--- src/rtl/trig_route_pkg.sv ---
package trig_route_pkg;

    localparam int TRIG_SEL_W = 7;

    typedef enum logic [1:0] {
        EDGE_NONE = 2'b00,
        EDGE_RISE = 2'b01,
        EDGE_FALL = 2'b10,
        EDGE_BOTH = 2'b11
    } edge_mode_e;

    typedef struct packed {
        logic [TRIG_SEL_W-1:0] sel;
        logic                  inv;
        edge_mode_e            mode;
        logic                  en;
    } slot_cfg_t;

    function automatic edge_mode_e make_mode(input logic rise, input logic fall);
        return edge_mode_e'({fall, rise});
    endfunction

    // Shaped value before gating and polarity, for one cycle.
    function automatic logic shape_value(input edge_mode_e mode,
                                         input logic cur,
                                         input logic last,
                                         input logic moved);
        logic r;
        unique case (mode)
            EDGE_NONE: r = cur;
            EDGE_RISE: r = cur & ~last & ~moved;
            EDGE_FALL: r = ~cur & last & ~moved;
            default:   r = (cur ^ last) & ~moved;
        endcase
        return r;
    endfunction

endpackage

--- src/rtl/trig_src_pick.sv ---
module trig_src_pick
    import trig_route_pkg::*;
#(
    parameter int NUM_IN = 128
) (
    input  logic [NUM_IN-1:0]     trig_in,
    input  logic [TRIG_SEL_W-1:0] sel,
    output logic                  src
);
    localparam int SPAN = 1 << TRIG_SEL_W;

    logic [SPAN-1:0] lines;
    logic            unused_tied;

    // Bits 0 and 1 of the port are overridden by constants.
    assign unused_tied = ^trig_in[1:0];

    for (genvar i = 0; i < SPAN; i++) begin : g_line
        if (i == 0) begin : g_zero
            assign lines[i] = 1'b0;
        end else if (i == 1) begin : g_one
            assign lines[i] = 1'b1;
        end else if (i < NUM_IN) begin : g_wire
            assign lines[i] = trig_in[i];
        end else begin : g_pad
            assign lines[i] = 1'b0;
        end
    end

    assign src = lines[sel];

endmodule

--- src/rtl/trig_edge_track.sv ---
module trig_edge_track
    import trig_route_pkg::*;
(
    input  logic                  clk,
    input  logic                  rst,
    input  logic                  src,
    input  logic [TRIG_SEL_W-1:0] sel,
    input  edge_mode_e            mode,
    output logic                  shaped
);
    logic                  last_src;
    logic [TRIG_SEL_W-1:0] last_sel;
    logic                  moved;

    always_ff @(posedge clk) begin
        if (rst) begin
            last_src <= 1'b0;
            last_sel <= '0;
        end else begin
            last_src <= src;
            last_sel <= sel;
        end
    end

    assign moved  = (sel != last_sel);
    assign shaped = shape_value(mode, src, last_src, moved);

endmodule

--- src/rtl/trig_out_reg.sv ---
module trig_out_reg (
    input  logic clk,
    input  logic rst,
    input  logic shaped,
    input  logic en,
    input  logic inv,
    output logic q
);
    always_ff @(posedge clk) begin
        if (rst) begin
            q <= 1'b0;
        end else begin
            q <= (en & shaped) ^ inv;
        end
    end
endmodule

--- src/rtl/trig_route_slot.sv ---
module trig_route_slot
    import trig_route_pkg::*;
#(
    parameter int NUM_IN = 128
) (
    input  logic                  clk,
    input  logic                  rst,
    input  logic [NUM_IN-1:0]     trig_in,
    input  logic [TRIG_SEL_W-1:0] cfg_sel,
    input  logic                  cfg_inv,
    input  logic                  cfg_rise,
    input  logic                  cfg_fall,
    input  logic                  out_en,
    output logic                  trig_out
);
    slot_cfg_t cfg;
    logic      src;
    logic      shaped;

    always_comb begin
        cfg.sel  = cfg_sel;
        cfg.inv  = cfg_inv;
        cfg.mode = make_mode(cfg_rise, cfg_fall);
        cfg.en   = out_en;
    end

    trig_src_pick #(.NUM_IN(NUM_IN)) u_pick (
        .trig_in (trig_in),
        .sel     (cfg.sel),
        .src     (src)
    );

    trig_edge_track u_track (
        .clk    (clk),
        .rst    (rst),
        .src    (src),
        .sel    (cfg.sel),
        .mode   (cfg.mode),
        .shaped (shaped)
    );

    trig_out_reg u_oreg (
        .clk    (clk),
        .rst    (rst),
        .shaped (shaped),
        .en     (cfg.en),
        .inv    (cfg.inv),
        .q      (trig_out)
    );

endmodule

--- config.mk ---
export PLATFORM = sky130hd
export DESIGN_NAME = trig_route_slot
export DESIGN_NICKNAME = d
export VERILOG_FILES = /design/src/rtl/trig_route_pkg.sv /design/src/rtl/trig_src_pick.sv /design/src/rtl/trig_edge_track.sv /design/src/rtl/trig_out_reg.sv /design/src/rtl/trig_route_slot.sv
export SDC_FILE = /design/constraint.sdc
export NUM_CORES = 1
export LEC_CHECK = 0
export ABC_AREA = 1
export CELL_PAD_IN_SITES_DETAIL_PLACEMENT = 2
export CELL_PAD_IN_SITES_GLOBAL_PLACEMENT = 2
export CORE_MARGIN = 4
export CORE_UTILIZATION = 15
export DETAILED_ROUTE_END_ITERATION = 16
export PLACE_DENSITY = 0.95
export SLEW_MARGIN = 20
export SYNTH_ARGS = -nofsm -noshare
export SYNTH_HDL_FRONTEND = slang
export SYNTH_SLANG_ARGS = --single-unit
--- constraint.sdc ---
create_clock -name clk -period 3.37 [get_ports clk]
set_input_delay 0.337 -clock clk [delete_from_list [all_inputs] [get_ports clk]]
set_output_delay 0.337 -clock clk [all_outputs]
set_load 0.05 [all_outputs]
==> results.md <==
* Pleak at 1.56 nW
* GRT Total Usage at 14.8%
* GPL Wtd Cong at roughly 0.74
* Sequential-to-total area share from yosys stat at 9.89%
* Yosys warns at 0
* Largest fanout on the critical path at 23
* Detailed-route wire length per cell at 16.4 um
* Buffer levels on the longest clock path at 2
* Slew headroom at 61.1%
* Path depth of the worst reg2reg path at 8
* Core area at 11700 um^2
* First-pass DRT Iterations at 4
* TritonCTS Buffers at 3
* FMAX at between 0.3 and 0.4 GHz
* Setup_tns at 0 ns
* CP Class: input port to register
* H-tree levels at 1
* Layout area overhead at 86.2%
* Synthesized cell area at about 1800 um^2
* IO Count at 142
* Cell Rows at 39
* Slew @ Worst Pin at just under 0.6 ns
* Peak supply drop at around 0.10 mV
* Hold buffers post-CTS at 0
* Syn Nets at 510
* Run status: complete, no violations
* WP data required at 3.50 ns
* Vias/cell at 4.47
* Final hold vios at 0
* First-pass GRT wire length at 17000 um
* Commonest non-fill, non-tap cell in the layout: nand2_1
* WL final at 10400 um
* WHS Path Cells at 3
* Die X at 118 um
* Diodes inserted at 0
* Commonest cells after routing, fill and taps aside: nand2_1 (147), clkdlybuf4s50_1 (138), nand3_1 (115)
* Design Power at 0.710 mW
* Initial antenna violation count at 0
* Nets at 638
* Minimum clock period at 2.93 ns
* Clock skew at ~0.0022 ns
* Worst-path clk slew at around 0.04 ns
* Post-synthesis cell count at between 300 and 400
* Die area at 14000 um^2
* MaxCap Viol Count at 0
* Later-pin clock latency in the skew report at 0.24 ns
* Synthesis-stage register bit count at 9
* DPL Wire Length at about 8400 um
* DR iter-0 viols at 90
* Final worst-path cycle share at just under 90%
* CTS tree: built
* # setup viols final at 0
* RSZ-0062 raised after global routing: no
* Vias in the first global route at 3229
* Synth cell types at 23
* Critical Path Start Type: input port
* Critical Path End Type: register
* Largest net degree at the start of global routing at 60
* Fraction of layout cells with a size suffix above 1 at 3.26%
* Placed Cells at 630
* Chip height at 118 um
* Power per cell area at 209 nW/um^2
* Crit path DAT at around 3 ns
* Setup bufs post-CTS at 0
* Post-CTS sizing at 0
* Fin. max-slew vios at 0
* Synth Area per Inst at 5.00 um^2
* Post-DRT Antenna Nets at 0
* Grt total ovfl at 0
* Initial core utilization at 15.6%
* Filler-free cell count of the finished design at 634
* Post-route DRC violation count at 0
* Clock sinks at 9
* Min-Delay Path Class: input port to register
* Buffers on Ports at around 140
* CTS root buf: clkbuf_16
* Vias after detailed routing at 2831
## worst paths after layout
path / startpoint / endpoint / slack [ns]
worst max register to register: u_track.last_src / u_oreg.q / 1.94
worst max-delay path: cfg_sel[1] / u_oreg.q / 0.44
worst min register to register: u_track.last_sel[5] / u_oreg.q / 0.82
worst min-delay path: cfg_sel[0] / u_track.last_sel[0] / 0.65
## sequential cells by signal, indices dropped and copies added, names as in the netlist
| register | count |
|---|---|
| u_track.last_src | 1 |
| u_track.last_sel | 7 |
| u_oreg.q | 1 |
## metal layers
layer / vias up / part of all wire [%] / global-route usage, %
met1: 1316 / 42 / 17.7
li1: 1419 / - / -
met2: 90 / 50 / 27.3
met4: 0 / 1.0 / 2.78
met5: - / 0 / 0
met3: 6 / 6.5 / 3.06
## kinds of logic (layout without fill, tap and decap cells)
family | count (synthesis) | count (layout) | synth area share (%)
and+or+nand+nor | 280 | 280 | 66.5
buffers and inverters | 59 | 186 | 15.8
DFF | 9 | 9 | 9.89
AOI/OAI and AO/OA | 7 | 7 | 2.47
adders and majority gates | 5 | 5 | 3.43
xor gates and xnor gates | 4 | 4 | 1.92
## cell type report
class / instances / area [um^2]
sequential: 9 / 180
fill: 1446 / 8270
tap: 143 / 179
timing repair buffer: 149 / 1470
clock buffer: 4 / 78.8
inverter: 33 / 126
multi-input combinational: 296 / 1350
## stage by stage
step	util [%]	hold WS, ns	instance area (um^2)	setup slack (ns)
6_report	29.1	0.650	3390	0.440
3_5_place_dp	28.4	0.805	3310	0.183
3_3_place_gp	28.4	0.788	3310	0.249
5_1_grt	29.1	0.742	3390	0.118
2_1_floorplan	-	0.462	1820	1.12
4_1_cts	29.1	0.660	3390	0.373
## synthesized netlist by cell type, drive strengths merged
cell type | n | area, um^2
nand2 | 147 | 552
nand3 | 115 | 576
inv | 31 | 119
buf | 25 | 158
nor2 | 11 | 41.3
dfxtp | 9 | 180
ha | 5 | 62.6
or2 | 5 | 31.3
xor2 | 4 | 35.0
a21oi | 3 | 15.0
clkinv | 2 | 7.51
a2111oi | 1 | 8.76
a211oi | 1 | 7.51
a221oi | 1 | 8.76
clkbuf | 1 | 3.75
nand4 | 1 | 6.26
nor3 | 1 | 5.00
o21ai | 1 | 5.00
## worst max-delay path, cell delays in order
cell             delay [ns]
clkdlybuf4s50_1        0.44
buf_12                 0.18
inv_2                  0.06
buf_4                  0.22
nand3_1                0.11
nand3_1                0.10
nand2_1                0.08
nand2_1                0.06
nand3_1                0.08
nand3_1                0.10
nand3_1                0.11
nand2_1                0.15
inv_1                  0.06
ha_1                   0.19
a221oi_1               0.28
nor3_1                 0.09
nand4_1                0.12
nand2_1                0.08
a21oi_1                0.13
nor2_1                 0.06
## where the power goes
| part | switching (mW) | leakage [nW] | total [mW] | internal (mW) |
|---|---|---|---|---|
| logic | 0.167 | 1.44 | 0.380 | 0.213 |
| clock network | 0.0543 | 0.0382 | 0.213 | 0.158 |
| registers | 0.00370 | 0.0750 | 0.117 | 0.114 |
Note: power is estimated with default switching activity, not from simulation.
